===== config.mk =====
export PLATFORM = sky130hd
export DESIGN_NAME = uart_mdrop
export DESIGN_NICKNAME = d
export VERILOG_FILES = /design/src/rtl/uart_mdrop_pkg.sv /design/src/rtl/uart_mdrop_baud.sv /design/src/rtl/uart_mdrop_tx.sv /design/src/rtl/uart_mdrop_rx.sv /design/src/rtl/uart_mdrop.sv
export SDC_FILE = /design/constraint.sdc
export NUM_CORES = 1
export LEC_CHECK = 0
export ABC_AREA = 1
export BUFFER_PORTS_ARGS = -buffer_cell sky130_fd_sc_hd__buf_4
export CORE_ASPECT_RATIO = 1.25
export CORE_MARGIN = 5
export CORE_UTILIZATION = 54
export DETAILED_ROUTE_END_ITERATION = 10
export GPL_TIMING_DRIVEN = 0
export PLACE_DENSITY = 0.76
export SLEW_MARGIN = 25
export SYNTH_ARGS = -nofsm -noshare
export SYNTH_HDL_FRONTEND = slang
export SYNTH_SLANG_ARGS = --single-unit

===== constraint.sdc =====
create_clock -name clk -period 2.7 [get_ports clk]
set_input_delay 0.81 -clock clk [delete_from_list [all_inputs] [get_ports clk]]
set_output_delay 0.81 -clock clk [all_outputs]
set_load 0.01 [all_outputs]

===== src/rtl/uart_mdrop_pkg.sv =====
package uart_mdrop_pkg;
  localparam int DATA_W  = 8;
  localparam int MIN_LEN = 4;
  localparam int OVS     = 16;
  localparam int OVS_W   = $clog2(OVS);
  localparam int LEN_W   = $clog2(DATA_W + 1);
  localparam int SH_W    = DATA_W + 1;
  localparam int FRAME_W = DATA_W + 3;
  localparam int CNT_W   = $clog2(FRAME_W + 1);

  typedef enum logic [1:0] {RX_IDLE, RX_START, RX_DATA, RX_STOP} rx_state_e;

  function automatic logic [LEN_W-1:0] clamp_len(input logic [LEN_W-1:0] l);
    if (l < LEN_W'(MIN_LEN)) return LEN_W'(MIN_LEN);
    if (l > LEN_W'(DATA_W))  return LEN_W'(DATA_W);
    return l;
  endfunction

  function automatic logic [DATA_W-1:0] len_mask(input logic [LEN_W-1:0] l);
    logic [DATA_W-1:0] m;
    for (int i = 0; i < DATA_W; i++) m[i] = (i < int'(l));
    return m;
  endfunction

  function automatic logic maj3(input logic a, input logic b, input logic c);
    return (a & b) | (a & c) | (b & c);
  endfunction
endpackage


===== src/rtl/uart_mdrop_baud.sv =====
module uart_mdrop_baud #(
  parameter int DIV_W = 16
) (
  input  logic             clk,
  input  logic             rst_n,
  input  logic [DIV_W-1:0] div,
  output logic             tick
);
  logic [DIV_W-1:0] cnt;

  always_ff @(posedge clk or negedge rst_n) begin
    if (!rst_n) begin
      cnt  <= '0;
      tick <= 1'b0;
    end else if (cnt == '0) begin
      cnt  <= div;
      tick <= 1'b1;
    end else begin
      cnt  <= cnt - 1'b1;
      tick <= 1'b0;
    end
  end
endmodule


===== src/rtl/uart_mdrop_tx.sv =====
module uart_mdrop_tx
  import uart_mdrop_pkg::*;
(
  input  logic              clk,
  input  logic              rst_n,
  input  logic              tick,
  input  logic [LEN_W-1:0]  cfg_len,
  input  logic              par_en,
  input  logic              par_odd,
  input  logic              addr_en,
  input  logic              tx_valid,
  input  logic [DATA_W-1:0] tx_data,
  input  logic              tx_addr,
  output logic              tx_ready,
  output logic              txd
);
  logic [LEN_W-1:0]   len_e;
  logic [DATA_W-1:0]  masked;
  logic               ext_en, ext_bit;
  logic [FRAME_W-1:0] frame_c, sreg;
  logic [CNT_W-1:0]   nbits_c, left;
  logic [OVS_W-1:0]   ovs;
  logic               busy;

  always_comb begin
    len_e   = addr_en ? LEN_W'(DATA_W) : clamp_len(cfg_len);
    masked  = tx_data & len_mask(len_e);
    ext_en  = addr_en | par_en;
    ext_bit = addr_en ? tx_addr : ((^masked) ^ par_odd);
    frame_c = '1;
    frame_c[0] = 1'b0;
    for (int i = 0; i < DATA_W; i++)
      if (i < int'(len_e)) frame_c[i+1] = tx_data[i];
    if (ext_en) frame_c[int'(len_e)+1] = ext_bit;
    nbits_c = CNT_W'(len_e) + CNT_W'(2) + CNT_W'(ext_en);
  end

  assign tx_ready = !busy;

  always_ff @(posedge clk or negedge rst_n) begin
    if (!rst_n) begin
      busy <= 1'b0;
      sreg <= '1;
      left <= '0;
      ovs  <= '0;
      txd  <= 1'b1;
    end else if (!busy) begin
      if (tx_valid) begin
        busy <= 1'b1;
        sreg <= frame_c;
        txd  <= frame_c[0];
        left <= nbits_c - 1'b1;
        ovs  <= '0;
      end
    end else if (tick) begin
      ovs <= ovs + 1'b1;
      if (ovs == OVS_W'(OVS - 1)) begin
        if (left == '0) begin
          busy <= 1'b0;
          txd  <= 1'b1;
        end else begin
          sreg <= {1'b1, sreg[FRAME_W-1:1]};
          txd  <= sreg[1];
          left <= left - 1'b1;
        end
      end
    end
  end
endmodule


===== src/rtl/uart_mdrop_rx.sv =====
module uart_mdrop_rx
  import uart_mdrop_pkg::*;
(
  input  logic              clk,
  input  logic              rst_n,
  input  logic              tick,
  input  logic [LEN_W-1:0]  cfg_len,
  input  logic              par_en,
  input  logic              par_odd,
  input  logic              addr_en,
  input  logic [DATA_W-1:0] node_addr,
  input  logic              rxd,
  input  logic              rx_ready,
  output logic              rx_valid,
  output logic [DATA_W-1:0] rx_data,
  output logic              rx_is_addr,
  output logic              err_frame,
  output logic              err_parity
);
  logic              sy1, rx_s, s7, s8, vote;
  rx_state_e         state;
  logic [OVS_W-1:0]  ovs;
  logic [LEN_W-1:0]  bitcnt, l_len, nbits;
  logic              l_par, l_odd, l_am, accept;
  logic [SH_W-1:0]   shreg, aligned;
  logic [DATA_W-1:0] word;
  logic              ext, done, is_addr, hit, par_bad, keep;

  // two-stage synchronizer for the asynchronous line
  always_ff @(posedge clk or negedge rst_n) begin
    if (!rst_n) begin
      sy1  <= 1'b1;
      rx_s <= 1'b1;
    end else begin
      sy1  <= rxd;
      rx_s <= sy1;
    end
  end

  always_comb begin
    vote    = maj3(s7, s8, rx_s);
    nbits   = l_len + LEN_W'(l_par | l_am);
    aligned = shreg >> (LEN_W'(SH_W) - nbits);
    word    = aligned[DATA_W-1:0] & len_mask(l_len);
    ext     = aligned[l_len];
    done    = tick && (state == RX_STOP) && (ovs == OVS_W'(9));
    is_addr = l_am && ext;
    hit     = (word == node_addr);
    par_bad = l_par && !l_am && (ext != ((^word) ^ l_odd));
    keep    = !l_am || (is_addr ? hit : (!ext && accept));
  end

  always_ff @(posedge clk or negedge rst_n) begin
    if (!rst_n) begin
      state  <= RX_IDLE;
      ovs    <= '0;
      s7     <= 1'b1;
      s8     <= 1'b1;
      bitcnt <= '0;
      shreg  <= '0;
      l_len  <= LEN_W'(DATA_W);
      l_par  <= 1'b0;
      l_odd  <= 1'b0;
      l_am   <= 1'b0;
    end else if (tick) begin
      if (state == RX_IDLE) begin
        if (!rx_s) begin
          state <= RX_START;
          ovs   <= OVS_W'(1);
          l_len <= addr_en ? LEN_W'(DATA_W) : clamp_len(cfg_len);
          l_par <= par_en;
          l_odd <= par_odd;
          l_am  <= addr_en;
        end
      end else begin
        ovs <= ovs + 1'b1;
        if (ovs == OVS_W'(7)) s7 <= rx_s;
        if (ovs == OVS_W'(8)) s8 <= rx_s;
        if (ovs == OVS_W'(9)) begin
          case (state)
            RX_START: if (vote) state <= RX_IDLE;
            RX_DATA:  shreg <= {vote, shreg[SH_W-1:1]};
            RX_STOP:  state <= RX_IDLE;
            default:  ;
          endcase
        end
        if (ovs == OVS_W'(OVS - 1)) begin
          if (state == RX_START) begin
            state  <= RX_DATA;
            bitcnt <= '0;
          end else if (state == RX_DATA) begin
            if (bitcnt == nbits - 1'b1) state <= RX_STOP;
            else bitcnt <= bitcnt + 1'b1;
          end
        end
      end
    end
  end

  always_ff @(posedge clk or negedge rst_n) begin
    if (!rst_n) begin
      accept     <= 1'b0;
      rx_valid   <= 1'b0;
      rx_data    <= '0;
      rx_is_addr <= 1'b0;
      err_frame  <= 1'b0;
      err_parity <= 1'b0;
    end else begin
      err_frame  <= done && !vote;
      err_parity <= done && par_bad;
      if (!addr_en) accept <= 1'b0;
      else if (done && is_addr) accept <= hit;
      if (done && keep && (!rx_valid || rx_ready)) begin
        rx_valid   <= 1'b1;
        rx_data    <= word;
        rx_is_addr <= is_addr;
      end else if (rx_ready) begin
        rx_valid <= 1'b0;
      end
    end
  end
endmodule


===== src/rtl/uart_mdrop.sv =====
module uart_mdrop
  import uart_mdrop_pkg::*;
#(
  parameter int DIV_W = 16
) (
  input  logic              clk,
  input  logic              rst_n,
  input  logic [DIV_W-1:0]  baud_div,
  input  logic [LEN_W-1:0]  cfg_len,
  input  logic              par_en,
  input  logic              par_odd,
  input  logic              addr_en,
  input  logic [DATA_W-1:0] node_addr,
  input  logic              tx_valid,
  output logic              tx_ready,
  input  logic [DATA_W-1:0] tx_data,
  input  logic              tx_addr,
  output logic              txd,
  input  logic              rxd,
  output logic              rx_valid,
  input  logic              rx_ready,
  output logic [DATA_W-1:0] rx_data,
  output logic              rx_is_addr,
  output logic              err_frame,
  output logic              err_parity
);
  logic tick;

  uart_mdrop_baud #(.DIV_W(DIV_W)) u_baud (
    .clk(clk), .rst_n(rst_n), .div(baud_div), .tick(tick)
  );

  uart_mdrop_tx u_tx (
    .clk(clk), .rst_n(rst_n), .tick(tick), .cfg_len(cfg_len),
    .par_en(par_en), .par_odd(par_odd), .addr_en(addr_en),
    .tx_valid(tx_valid), .tx_data(tx_data), .tx_addr(tx_addr),
    .tx_ready(tx_ready), .txd(txd)
  );

  uart_mdrop_rx u_rx (
    .clk(clk), .rst_n(rst_n), .tick(tick), .cfg_len(cfg_len),
    .par_en(par_en), .par_odd(par_odd), .addr_en(addr_en),
    .node_addr(node_addr), .rxd(rxd), .rx_ready(rx_ready),
    .rx_valid(rx_valid), .rx_data(rx_data), .rx_is_addr(rx_is_addr),
    .err_frame(err_frame), .err_parity(err_parity)
  );
endmodule


-- Yosys cells after proc, flatten, opt, wreduce, memory -nomap -nowiden
Index checks and enable logic that the tools add are counted.
- add/sub/neg operators: 12
- order comparisons: 21
- eq/ne operators: 17
- shifts and indexed selects: 1
- mux-type cells: 77
- bitwise logic cells: 13
- reductions and logical operators: 36
- operator list (operator ; count):
    $mux W4 ; 21
    $mux W11 ; 6
    $mux W1 ; 37
    $ge A32 B1 Y1 const B ; 1
    $lt A3 B4 Y1 const A ; 8
    $lt A32 B6 Y1 const B ; 1
    $and A8 B8 Y8 ; 2
    $eq A4 B4 Y1 const B ; 4
    $logic_not A16 Y1 ; 1
    $lt A1 B4 Y1 const A ; 4
    $lt A2 B4 Y1 const A ; 4
    $mux W16 ; 1
    $mux W2 ; 8
    $reduce_xor A8 Y1 ; 2
    $sub A16 B1 Y16 const B ; 1
    $add A4 B1 Y4 const B ; 3
    $logic_and A1 B1 Y1 ; 12
    $reduce_and A3 Y1 ; 4
    $sub A4 B1 Y4 const B ; 3
    $bwmux W11 ; 1
    $shr A9 B4 Y9 ; 1
    $eq A8 B8 Y1 ; 1
    $ne A2 B2 Y1 const B ; 4
    $reduce_and A4 Y1 ; 2
    28 further kinds ; 45
- register bits after elaboration: 81
- bits of input ports: 45
- output and inout port bits: 14
- logic and storage cells: 202

-- Depth between registers and ports, before layout
Gate-level depths: netlist of run 1.
- word-level depth: 15
- mapped depth: 22
- depth with buffers taken out: 21

-- Hierarchy
Synthesis of run 1 repeated with hierarchy kept, for this count alone.
- cell total of the unflattened synthesis: 789
- area total of the unflattened synthesis: 5581.6 µm²
- modules (own cells, without submodules) (module ; instances ; cells each ; area each (µm²) ; seq. area each (µm²)):
    uart_mdrop_rx ; 1 ; 429 ; 3055.4 ; 1082.3
    uart_mdrop_tx ; 1 ; 206 ; 1442.6 ; 514.2
    uart_mdrop_baud ; 1 ; 154 ; 1083.5 ; 425.4

-- Worst setup path after synthesis of run 1
No wires, ideal clock.
- path kind: reg2reg
- start: reg u_rx.l_am
- end: reg u_rx.accept
- library setup time: 0.116 ns
- arrival time: 2.556 ns
- required time: 2.584 ns
- setup slack: 0.029 ns
- stages on the path, launching flop included: 17
- path buffers: 2
- period minus slack after synthesis: 2.671 ns
- cells stage by stage: dfrtp_1 -> or2_2 -> ha_1 -> ha_1 -> inv_2 -> buf_6 -> nand3_2 -> nand2_4 -> nor2_1 -> nand3_1 -> nand4_1 -> nand2_1 -> nand3_4 -> nand3_2 -> buf_6 -> o21ai_2 -> nor2_2
- cells in the longest elaborated chain, start to end: 9
- elaborated cells between the ends (all ways): 13
- classes of those cells: add/sub: 2; eq/ne: 2; shift: 1; mux: 4; bitwise: 2; reduce/logical: 2
- ends and longest elaborated chain (element ; line ; source):
    start, declared ; uart_mdrop_rx.sv:24 ; logic l_par, l_odd, l_am, accept;
    start signal, assigned ; uart_mdrop_rx.sv:73 ; l_am <= addr_en;
    $or A1 B1 Y1 ; uart_mdrop_rx.sv:42 ; nbits = l_len + LEN_W'(l_par | l_am);
    $add A4 B4 Y4 ; uart_mdrop_rx.sv:42 ;
    $sub A4 B4 Y4 ; uart_mdrop_rx.sv:43 ; aligned = shreg >> (LEN_W'(SH_W) - nbits);
    $shr A9 B4 Y9 ; uart_mdrop_rx.sv:43 ;
    $bmux W1 S4 ; uart_mdrop_rx.sv:45 ; ext = aligned[l_len];
    $mux W1 (implied by the code) ; uart_mdrop_rx.sv:45 ;
    $logic_and A1 B1 Y1 ; uart_mdrop_rx.sv:47 ; is_addr = l_am && ext;
    $logic_and A1 B1 Y1 ; uart_mdrop_rx.sv:112 ; else if (done && is_addr) accept <= hit;
    $ne A2 B1 Y1 (no line) ; - ;
    end signal, assigned ; uart_mdrop_rx.sv:112 ;
    end, declared ; uart_mdrop_rx.sv:24 ;
Parallel ways exist; a longest one is shown, timed or not. The select of a mux whose other input is x is not followed.
A chain may end at the register's enable or synchronous reset.

-- Final worst setup path of run 1
- start: reg u_rx.l_am
- end: reg u_rx.rx_data[1]
- cells in the longest elaborated chain, start to end: 12
- elaborated cells between the ends (all ways): 16
- classes of those cells: add/sub: 2; eq/ne: 1; shift: 1; mux: 3; bitwise: 2; reduce/logical: 7
- ends and longest elaborated chain (element ; line ; source):
    $or A1 B1 Y1 ; uart_mdrop_rx.sv:42 ;
    $add A4 B4 Y4 ; uart_mdrop_rx.sv:42 ;
    $sub A4 B4 Y4 ; uart_mdrop_rx.sv:43 ;
    $shr A9 B4 Y9 ; uart_mdrop_rx.sv:43 ;
    $bmux W1 S4 ; uart_mdrop_rx.sv:45 ;
    $mux W1 (implied by the code) ; uart_mdrop_rx.sv:45 ;
    $logic_not A1 Y1 ; uart_mdrop_rx.sv:50 ; keep = !l_am || (is_addr ? hit : (!ext && accept));
    $logic_and A1 B1 Y1 ; uart_mdrop_rx.sv:50 ;
    $mux W1 ; uart_mdrop_rx.sv:50 ;
    $logic_or A1 B1 Y1 ; uart_mdrop_rx.sv:50 ;
    $logic_and A1 B1 Y1 (2 in a row) ; uart_mdrop_rx.sv:113 ; if (done && keep && (!rx_valid || rx_ready)) begin
    end signal, assigned ; uart_mdrop_rx.sv:115 ; rx_data <= word;
    end, declared ; uart_mdrop_rx.sv:15 ; output logic [DATA_W-1:0] rx_data,
Parallel ways exist; a longest one is shown, timed or not. The select of a mux whose other input is x is not followed.

==> impl_metrics.csv, run 1 <==
group,metric,value,unit
timing,slew-limit-headroom,41.8,%
routing,num_vias,5262,
setup_path,r2r-start,"u_rx.l_am",
cells_and_area,nFillCells,781,
routing,first_pass_iters,5,
setup_path,crit_chain,"or2_4 > ha_4 > ha_4 > inv_4 > buf_8 > nand3_4 > nand2_8 > nand2_4 > nand2_4 > nor2_4 > nand2_4 > nand2_1 > nand2_1 > nor2_2 > nand3_2 > nand3_4 > buf_6 > nand4_1 > nand2_1",
floorplanning,core_area,9660,sq um
cells_and_area,drive_gt1_share,25.7,%
placed_design,dp_hpwl,9270,microns
routing,via_per_inst,5.50,
status,failed_checks,"negative setup slack",
setup_path,path_buf_inv,3,
power_and_ir_drop,irDropWorstVdd,379,uV
cts,clk_latency,340,ps
timing,tightest_slew,867,ps
placed_design,port_buffers,58,
setup_path,critPathKind,"flip-flop to flip-flop",
hold_path,whs_path_depth,0,
cells_and_area,n_antenna_cell,0,
cts,cts-htree-levels,3,
yosys,synthArstFlopShare,100,%
setup_path,rrSetupSlack,-70,ps
grt,grt_remaining_overflow,0,
placed_design,place_congestion,0.878,
yosys,syn_inst,736,
cts,cts_buffer_depth,2,
floorplanning,rows,40,
setup_path,critPathMaxFanout,6,
routing,ant_nets,0,
yosys,synth_fp_nets,797,
grt,grt.total_usage,21.8,%
setup_path,required,2980,ps
setup_path,crit_path_end_kind,"flip-flop",
yosys,postSynthAreaPerCell,7.30,sq um
placed_design,dp_cells,920,
setup_path,crit_cells,19,
floorplanning,dieHeight,122,microns
status,status,"complete, but fails checks",
timing,fin_crit_sh,103,%
cts,cts_tree,"built",
setup_path,arrival,3050,ps
cells_and_area,fin_cells,956,
floorplanning,pin_count,59,
timing,clock.fmax,0.361,GHz
routing,drt_wl_total,13300,microns
yosys,syn-cell-area,5370,sq um
timing,fin_ws,-70.5,ps
routing,drt_iter0_markers,232,
floorplanning,fp.dieArea,12100,sq um
cells_and_area,syn_to_final_growth,25.3,%
timing,slew_violations,0,
cts,cts_hold_buf,0,
setup_path,cp-endpoint,"u_rx.rx_data[1]",
setup_path,slowest_stage,"dfrtp_1",
setup_path,r2r-end,"u_rx.rx_data[1]",
job,maxCapViolations,0,
timing,holdWs,356,ps
power_and_ir_drop,p_total,2.96,mW
yosys,synth_ff_type,"dfrtp_1",
cts,cts_root_buf,"clkbuf_16",
routing,drc_errors,0,
timing,rsz0062_at_grt,"true",
power_and_ir_drop,p_leak,3.33,nW
setup_path,worstSetupStartpoint,"u_rx.l_am",
cells_and_area,fin_nets,886,
timing,setup_violations,11,
yosys,ys_seq_area_share,37.6,%
yosys,ys.warnings.count,0,
cts,clock-sinks,80,
grt,antenna_found_initial,0,
setup_path,critical-path-top-delay-family,"simple AND/OR/NAND/NOR gates",
cts,path_clk_slew,60,ps
routing,routedWlPerCell,13.9,microns
cts,cts_buffers,9,
grt,first_global_vias,5208,
setup_path,r2r_cells,19,
floorplanning,start_util,55.6,%
yosys,ys_types,47,
timing,fin_tns_setup,-373,ps
setup_path,critPathMaxStageDelay,380,ps
yosys,synth_edf_count,0,
hold_path,min_path_type,"flip-flop to flip-flop",
setup_path,start_kind,"flip-flop",
grt,grt_pass1_wl,21900,microns
timing,clock_skew,10.2,ps
yosys,ys_seq_elements,80,
power_and_ir_drop,power_density,440,nW/um^2
grt,grt_max_degree,81,
floorplanning,die_w,99.2,microns
timing,min_period,2770,ps
timing,hold_violations,0,
placed_design,place_ws,-326,ps
==> synthesized netlist by cell type (4+ instances only) <==
cell type / n / area share, %
a21oi_1: 23 / 2.1
buf_6: 5 / 1.0
clkbuf_1: 6 / 0.42
dfrtp_1: 64 / 30
dfstp_2: 16 / 7.8
ha_1: 16 / 3.7
inv_1: 93 / 6.5
mux2_2: 10 / 2.1
nand2_1: 219 / 15
nand2_2: 7 / 0.82
nand3_1: 46 / 4.3
nand3_2: 8 / 1.5
nand4_1: 28 / 3.3
nor2_1: 54 / 3.8
nor2_2: 5 / 0.58
nor3_1: 7 / 0.65
nor4_1: 5 / 0.58
o21ai_0: 52 / 4.8
o21ai_1: 4 / 0.37
o31ai_1: 5 / 0.70
or2_2: 4 / 0.47
xnor2_1: 8 / 1.3
xor2_1: 15 / 2.4
==> logic make-up (layout without fill, tap and decap cells) <==
| family | after synthesis | after routing | synth area share [%] |
|---|---|---|---|
| AND/OR/NAND/NOR | 397 | 398 | 34.0 |
| buffers and inverters | 115 | 208 | 9.13 |
| AO/OA/AOI/OAI | 95 | 95 | 9.69 |
| flip-flops | 80 | 80 | 37.6 |
| XOR/XNOR | 23 | 23 | 3.75 |
| adder cells (fa/ha/maj) | 16 | 16 | 3.73 |
| multiplexers | 10 | 10 | 2.10 |
==> metal layers <==
layer / share of wire (%) / up-vias / global-route usage (%)
li1: - / 2570 / -
met1: 39 / 2479 / 24.5
met2: 53 / 178 / 40.1
met3: 5.4 / 35 / 3.85
met4: 2.9 / 0 / 9.48
met5: 0 / - / 0
==> layout by cell type, fill, tap and decap left out, types with 8 or more instances in the layout <==
master     synthesis  layout
nand2_1          219     188
inv_1             93      92
buf_4              2      76
dfrtp_1           64      64
o21ai_0           52      51
nor2_1            54      50
nand3_1           46      41
nand2_2            7      32
nand4_1           28      28
a21oi_1           23      22
dfstp_2           16      16
xor2_1            15      15
ha_1              16      14
mux2_2            10      10
clkbuf_16          0      10
nand3_2            8       9
nand3_4            3       8
==> worst reg2reg max path, stage by stage, from the launching register on <==
cell and delay, ps:
dfrtp_1 380, or2_4 260, ha_4 180, ha_4 310, inv_4 60, buf_8 130, nand3_4 90, nand2_8 80
nand2_4 80, nand2_4 50, nor2_4 150, nand2_4 70, nand2_1 60, nand2_1 60, nor2_2 130, nand3_2 120
nand3_4 150, buf_6 140, nand4_1 120, nand2_1 90
==> final cells by class <==
cell class / count / area [sq um] / share of cell area, %
Timing Repair inverter: 1 / 5.00 / 0.0744
Timing Repair Buffer: 76 / 596 / 8.85
Clock buffer: 13 / 270 / 4.02
Buffer: 16 / 124 / 1.84
Inverter: 99 / 382 / 5.67
Multi-Input combinational cell: 542 / 3130 / 46.6
Sequential cell: 80 / 2020 / 30.1
Tap cell: 126 / 158 / 2.34
Clock inverter: 3 / 38.8 / 0.577
==> power by group <==
group,switching [mW],internal (mW),total (mW)
Combinational,0.208,0.168,0.376
Clock,0.459,0.787,1.25
Sequential,0.0688,1.27,1.34
Total,0.736,2.23,2.96
==> flip-flops by register name, indices dropped and copies added (netlist names), 2 cells and up <==
signal        cells
u_baud.cnt       16
u_tx.sreg        10
u_rx.shreg        9
u_rx.rx_data      8
u_rx.bitcnt       4
u_rx.l_len        4
u_rx.ovs          4
u_tx.left         4
u_tx.ovs          4
u_rx.state        2
==> worst min-delay path by stage <==
stage	startpoint	end	slack [ps]
floorplan	u_rx.sy1	u_rx.rx_s	350
global placement	u_rx.sy1	u_rx.rx_s	350
detailed placement	u_rx.sy1	u_rx.rx_s	350
CTS	u_rx.sy1	u_rx.rx_s	360
global route	u_rx.sy1	u_rx.rx_s	360
finish	u_rx.sy1	u_rx.rx_s	360
==> per-stage QoR <==
stage	util [%]	instance area, sq um
after floorplan	-	5370
after global placement	61.7	5960
after detailed placement	61.7	5960
after CTS	66.4	6420
after global routing	69.7	6730
final	69.7	6730
==> repair_timing <==
action                     CTS  global route
hold endpoints to repair     0             0
resized for setup           20            58
pin swaps                    8            36
buffers inserted             6             9
gates cloned                 2             3
setup endpoints to repair   16            14
(Power assumes the default switching activity.)
==> run 2: changes to the inputs <==
--- a/config.mk
+++ b/config.mk
@@ -7,9 +7,11 @@
 export LEC_CHECK = 0
 export ABC_AREA = 1
 export BUFFER_PORTS_ARGS = -buffer_cell sky130_fd_sc_hd__buf_4
+export CELL_PAD_IN_SITES_DETAIL_PLACEMENT = 0
+export CELL_PAD_IN_SITES_GLOBAL_PLACEMENT = 1
 export CORE_ASPECT_RATIO = 1.25
 export CORE_MARGIN = 5
-export CORE_UTILIZATION = 54
+export CORE_UTILIZATION = 39
 export DETAILED_ROUTE_END_ITERATION = 10
 export GPL_TIMING_DRIVEN = 0
 export PLACE_DENSITY = 0.76
==> run 2 against run 1 <==
Net effect:
- the run still ends with negative setup slack left
- sequential power barely moved
- critical path depth stayed put
- highest routed layer unchanged
- combinational power barely moved
- die area increased by 35%
==> impl_metrics.csv, run 2 (synthesis gave the netlist of run 1 again) <==
group,metric,value,unit
setup_path,required,2940,ps
power_and_ir_drop,power_density,443,nW/um^2
floorplanning,pin_count,59,
grt,grt_pass1_wl,22900,microns
cts,cts-htree-levels,3,
cts,cts_buffer_depth,2,
timing,setup_violations,10,
cells_and_area,post-route-util,48.9,%
setup_path,start_kind,"flip-flop",
status,failed_checks,"negative setup slack",
timing,fin_ws,-52.3,ps
routing,via_per_inst,5.01,
placed_design,dp_hpwl,9780,microns
timing,clock_skew,6.71,ps
cells_and_area,largest_reg_flops,16,
timing,hold_violations,0,
cells_and_area,fin_nets,883,
grt,antenna_found_initial,0,
floorplanning,rows,48,
setup_path,arrival,2990,ps
timing,fin_crit_sh,102,%
setup_path,r2r_cells,19,
timing,rsz0062_at_grt,"true",
cells_and_area,regMostFlops,"u_baud.cnt",
grt,first_global_vias,5041,
cells_and_area,drive_gt1_share,24.1,%
hold_path,whs_path_depth,0,
setup_path,critPathKind,"flip-flop to flip-flop",
setup_path,critPathMaxFanout,6,
placed_design,place_congestion,0.806,
timing,tightest_slew,883,ps
routing,drt_wl_total,13400,microns
routing,drc_errors,0,
floorplanning,dieHeight,141,microns
cts,clock-sinks,80,
timing,fin_tns_setup,-151,ps
placed_design,dp_cells,969,
cts,cts_tree,"built",
status,status,"complete, but fails checks",
hold_path,min_path_type,"flip-flop to flip-flop",
floorplanning,die_w,115,microns
cts,path_clk_slew,70,ps
grt,grt_max_degree,81,
setup_path,critical-path-top-delay-family,"simple AND/OR/NAND/NOR gates",
cts,clk_latency,340,ps
power_and_ir_drop,p_leak,3.29,nW
floorplanning,start_util,39.2,%
setup_path,path_buf_inv,4,
grt,grt_remaining_overflow,0,
job,maxCapViolations,0,
setup_path,slowest_stage,"dfrtp_1",
routing,first_pass_iters,4,
cells_and_area,n_antenna_cell,0,
timing,clock.fmax,0.363,GHz
power_and_ir_drop,irDropWorstVdd,340,uV
cells_and_area,nFillCells,1374,
cells_and_area,fin_cells,1002,
cells_and_area,final_common_cell,"nand2_1",
floorplanning,core_area,13700,sq um
cells_and_area,top_regs,"u_baud.cnt (16), u_tx.sreg (10), u_rx.shreg (9)",
routing,ant_nets,0,
grt,grt.total_usage,17.1,%
floorplanning,fp.dieArea,16200,sq um
setup_path,crit_path_end_kind,"flip-flop",
timing,slew-limit-headroom,40.6,%
setup_path,crit_chain,"or2_4 > ha_4 > ha_4 > inv_4 > buf_6 > nand3_1 > nand2_2 > nand2_2 > nand2_2 > nor2_4 > buf_4 > nand3b_1 > nand2_1 > nor2_2 > nand3_4 > nand3_4 > buf_6 > o21ai_2 > nor2_2",
setup_path,crit_cells,19,
cells_and_area,layout.cells.most_common_list,"nand2_1 (195), inv_1 (93), buf_4 (72), dfrtp_1 (64)",
routing,num_vias,5017,
timing,min_period,2750,ps
setup_path,critPathMaxStageDelay,380,ps
cts,cts_buffers,9,
cts,cts_root_buf,"clkbuf_16",
cells_and_area,syn_to_final_growth,24.6,%
timing,slew_violations,0,
routing,routedWlPerCell,13.3,microns
setup_path,cpMostUsedCell,"nand2_2",
routing,drt_iter0_markers,201,
placed_design,port_buffers,58,
==> run 2: changes by cell type in the layout (fill, tap and decap cells not counted), sizes merged <==
cell / before / now
clkbuf: 21 / 19
clkinvlp: 0 / 1
buf: 84 / 81
inv: 97 / 96
clkinv: 5 / 7
==> run 2: cell type report <==
class | instances | area [sq um] | share of cell area (%)
Multi-Input combinational cell | 542 | 3080 | 46.0
Clock buffer | 11 | 243 | 3.63
Clock inverter | 5 | 56.3 | 0.841
Inverter | 99 | 382 | 5.70
Tap cell | 175 | 219 | 3.27
Sequential cell | 80 | 2020 | 30.2
Buffer | 16 | 120 | 1.80
Timing Repair Buffer | 73 | 568 | 8.49
Timing Repair inverter | 1 | 5.00 | 0.0748
==> run 2: where the power goes <==
| group | internal [mW] | leakage, nW | switching [mW] |
|---|---|---|---|
| Combinational | 0.167 | 2.18 | 0.211 |
| Clock | 0.741 | 0.145 | 0.510 |
| Sequential | 1.27 | 0.956 | 0.0646 |
| Total | 2.18 | 3.29 | 0.786 |
==> run 2: final timing paths <==
kind                            startpoint              end  slack [ps]
worst min register to register    u_rx.sy1        u_rx.rx_s         360
worst max register to register   u_rx.l_am      u_rx.accept         -50
min in group asynchronous            rst_n  u_rx.rx_data[2]         510
worst max-delay path             u_rx.l_am      u_rx.accept         -50
max in group asynchronous            rst_n       u_rx.l_odd        1650
worst min-delay path              u_rx.sy1        u_rx.rx_s         360
==> run 2: what timing repair did <==
action                     CTS  global route
setup endpoints to repair   16            16
cloned                       3             1
hold buffers                 0             0
pin swaps                   16            24
resized for setup           26            36
setup buffers               10             3
==> run 2: layer usage <==
metal / GRT usage, % / routed length (microns)
met3: 3.01 / 373
met2: 29.7 / 6800
met1: 21.0 / 5870
met4: 6.61 / 325
met5: 0 / 0
==> run 2: through the flow <==
stage	setup slack, ps	instance area (sq um)	total power [mW]	hold WS, ps
2_1_floorplan	28.5	5370	1.58	345
3_3_place_gp	-359	6030	1.72	348
3_5_place_dp	-368	6030	1.73	349
4_1_cts	2.12	6530	3.00	358
5_1_grt	-211	6690	3.10	359
6_report	-52.3	6690	2.96	357
==> run 3: changes to the inputs <==
--- a/config.mk
+++ b/config.mk
@@ -13,9 +13,10 @@
 export CORE_MARGIN = 5
 export CORE_UTILIZATION = 39
 export DETAILED_ROUTE_END_ITERATION = 10
-export GPL_TIMING_DRIVEN = 0
+export GPL_TIMING_DRIVEN = 1
 export PLACE_DENSITY = 0.76
 export SLEW_MARGIN = 25
 export SYNTH_ARGS = -nofsm -noshare
 export SYNTH_HDL_FRONTEND = slang
 export SYNTH_SLANG_ARGS = --single-unit
+export TNS_END_PERCENT = 20
==> run 3 against run 2 <==
Net effect:
- the run now ends clean
- worst hold slack got worse by 0.85 ps
- via count rose by 1.5%
- non-clock buffer count rose by 28
- core utilization rose by 1.9 points
- total power fell by 0.30%
- sequential share of layout area fell by 1.1 points
- clock power barely moved
- critical path type unchanged
- critical endpoint is now u_rx.err_parity
- largest cell class unchanged
==> impl_metrics.csv, run 3 (synthesis gave the netlist of run 1 again) <==
group,metric,value,unit
cells_and_area,drive_gt1_share,28.7,%
routing,first_pass_iters,5,
setup_path,cp-endpoint,"u_rx.err_parity",
power_and_ir_drop,power_density,425,nW/um^2
setup_path,r2r-start,"u_rx.l_am",
placed_design,place_congestion,0.841,
timing,clock_skew,8.97,ps
floorplanning,pin_count,59,
power_and_ir_drop,irDropWorstVdd,302,uV
timing,tightest_slew,739,ps
routing,via_per_inst,4.94,
power_and_ir_drop,p_switching,795,uW
timing,setup_violations,0,
routing,drt_iter0_markers,227,
setup_path,worstSetupStartpoint,"u_rx.l_am",
power_and_ir_drop,switching_share,26.9,%
routing,drt_wl_total,13700,microns
timing,slew_violations,0,
setup_path,crit_chain,"or2_4 > ha_4 > ha_4 > buf_6 > nand3_2 > nand2_4 > nand2_1 > nand2_2 > nor2_4 > nand2_2 > buf_6 > nand2_1 > o21ai_0 > nand2_2 > nand2_2 > nand2_1 > nand2_1 > nand2_1 > a21oi_1",
setup_path,slowest_stage,"dfrtp_1",
setup_path,critPathMaxFanout,6,
cts,path_clk_slew,60,ps
cts,cts_buffer_depth,2,
cts,clock-sinks,80,
power_and_ir_drop,seq_power_share,45.3,%
timing,rsz0062_at_grt,"true",
cells_and_area,regMostFlops,"u_baud.cnt",
setup_path,start_kind,"flip-flop",
grt,antenna_found_initial,0,
timing,clock.fmax,0.380,GHz
job,maxCapViolations,0,
cells_and_area,top_regs,"u_baud.cnt (16), u_tx.sreg (10), u_rx.shreg (9)",
setup_path,cpMostUsedCell,"nand2_1",
grt,grt_remaining_overflow,0,
grt,first_global_vias,5048,
floorplanning,dieHeight,141,microns
timing,hold_violations,0,
floorplanning,core_area,13700,sq um
hold_path,min_path_type,"flip-flop to flip-flop",
timing,slew-limit-headroom,50.4,%
cells_and_area,largest_reg_flops,16,
floorplanning,rows,48,
power_and_ir_drop,internal_power,2.16,mW
floorplanning,start_util,39.2,%
cells_and_area,fin_nets,911,
placed_design,dp_cells,1002,
status,status,"completed",
grt,grt_pass1_wl,23300,microns
power_and_ir_drop,clock_power_share,41.7,%
cells_and_area,layout.cells.most_common_list,"nand2_1 (194), buf_4 (106), inv_1 (90), dfrtp_1 (64), o21ai_0 (49)",
floorplanning,die_w,115,microns
grt,grt_max_degree,44,
cells_and_area,fin_cells,1030,
setup_path,required,2970,ps
setup_path,rrSetupSlack,70,ps
routing,routedWlPerCell,13.3,microns
placed_design,dp_hpwl,10400,microns
power_and_ir_drop,pwr-share-comb,13.0,%
routing,num_vias,5090,
placed_design,port_buffers,58,
power_and_ir_drop,p_total,2.96,mW
timing,fin_tns_setup,0,ps
setup_path,arrival,2900,ps
cts,cts_root_buf,"clkbuf_16",
placed_design,place_ws,-264,ps
power_and_ir_drop,p_leak,3.43,nW
cells_and_area,n_antenna_cell,0,
timing,holdWs,356,ps
setup_path,critPathKind,"flip-flop to flip-flop",
setup_path,r2r-end,"u_rx.err_parity",
timing,min_period,2630,ps
cells_and_area,final_common_cell,"nand2_1",
cts,cts_hold_buf,0,
cts,cts_tree,"built",
cts,clk_latency,340,ps
grt,grt.total_usage,17.6,%
setup_path,r2r_cells,19,
routing,drc_errors,0,
routing,ant_nets,0,
setup_path,critPathMaxStageDelay,370,ps
timing,fin_crit_sh,97.5,%
cts,cts-htree-levels,3,
setup_path,crit_path_end_kind,"flip-flop",
cells_and_area,nFillCells,1383,
cells_and_area,syn_to_final_growth,29.4,%
timing,fin_ws,67.9,ps
cts,cts_buffers,9,
floorplanning,fp.dieArea,16200,sq um
-- run 3: cell type report --
class / count / area [sq um] / area share, %
tap: 175 / 219 / 3.15
clock buffer: 9 / 225 / 3.24
timing repair buffer: 117 / 920 / 13.2
multi-input combinational: 542 / 3100 / 44.6
sequential: 80 / 2020 / 29.1
timing repair inverter: 1 / 5.00 / 0.0720
inverter: 99 / 384 / 5.53
clock inverter: 7 / 72.6 / 1.04
-- run 3: routing by layer --
metal	global-route usage, %	up-vias	part of all wire [%]
met3	3.26	17	3.1
li1	-	2619	-
met5	0	-	0
met1	22.2	2378	44
met4	5.62	0	1.7
met2	30.2	76	51
-- run 3: power groups by stage --
stage / clock (mW) / combinational [mW] / sequential, mW
finish: 1.23 / 0.383 / 1.34
CTS: 1.28 / 0.381 / 1.34
global route: 1.33 / 0.437 / 1.35
global placement: 0 / 0.371 / 1.36
floorplan: 0 / 0.240 / 1.34
detailed placement: 0 / 0.377 / 1.36
-- run 3: what timing repair did --
action	in CTS	in global routing
setup buffers	4	6
setup endpoints to repair	16	15
gates resized for setup	17	59
gates cloned	0	2
pin swaps	10	37
-- run 3: metrics by stage --
stage,utilization (%),instance area [sq um]
floorplan,-,5370
global placement,45.9,6280
detailed placement,45.9,6280
CTS,48.8,6680
global route,50.7,6950
finish,50.7,6950
-- run 3: worst min path at each step --
stage	slack, ps	depth (start not counted)	end	start
global route	370	0	u_rx.rx_s	u_rx.sy1
finish	360	0	u_rx.rx_s	u_rx.sy1
global placement	350	0	u_rx.rx_s	u_rx.sy1
detailed placement	350	0	u_rx.rx_s	u_rx.sy1
floorplan	350	0	u_rx.rx_s	u_rx.sy1
CTS	360	0	u_rx.rx_s	u_rx.sy1
-- run 3: critical path: cells and delay by family, from the launching register on --
kind | cells | cell delay, ps
flip-flops | 1 | 370
AO/OA/AOI/OAI | 2 | 250
adder cells (fa/ha/maj) | 2 | 470
AND/OR/NAND/NOR | 13 | 1240
buffers and inverters | 2 | 250
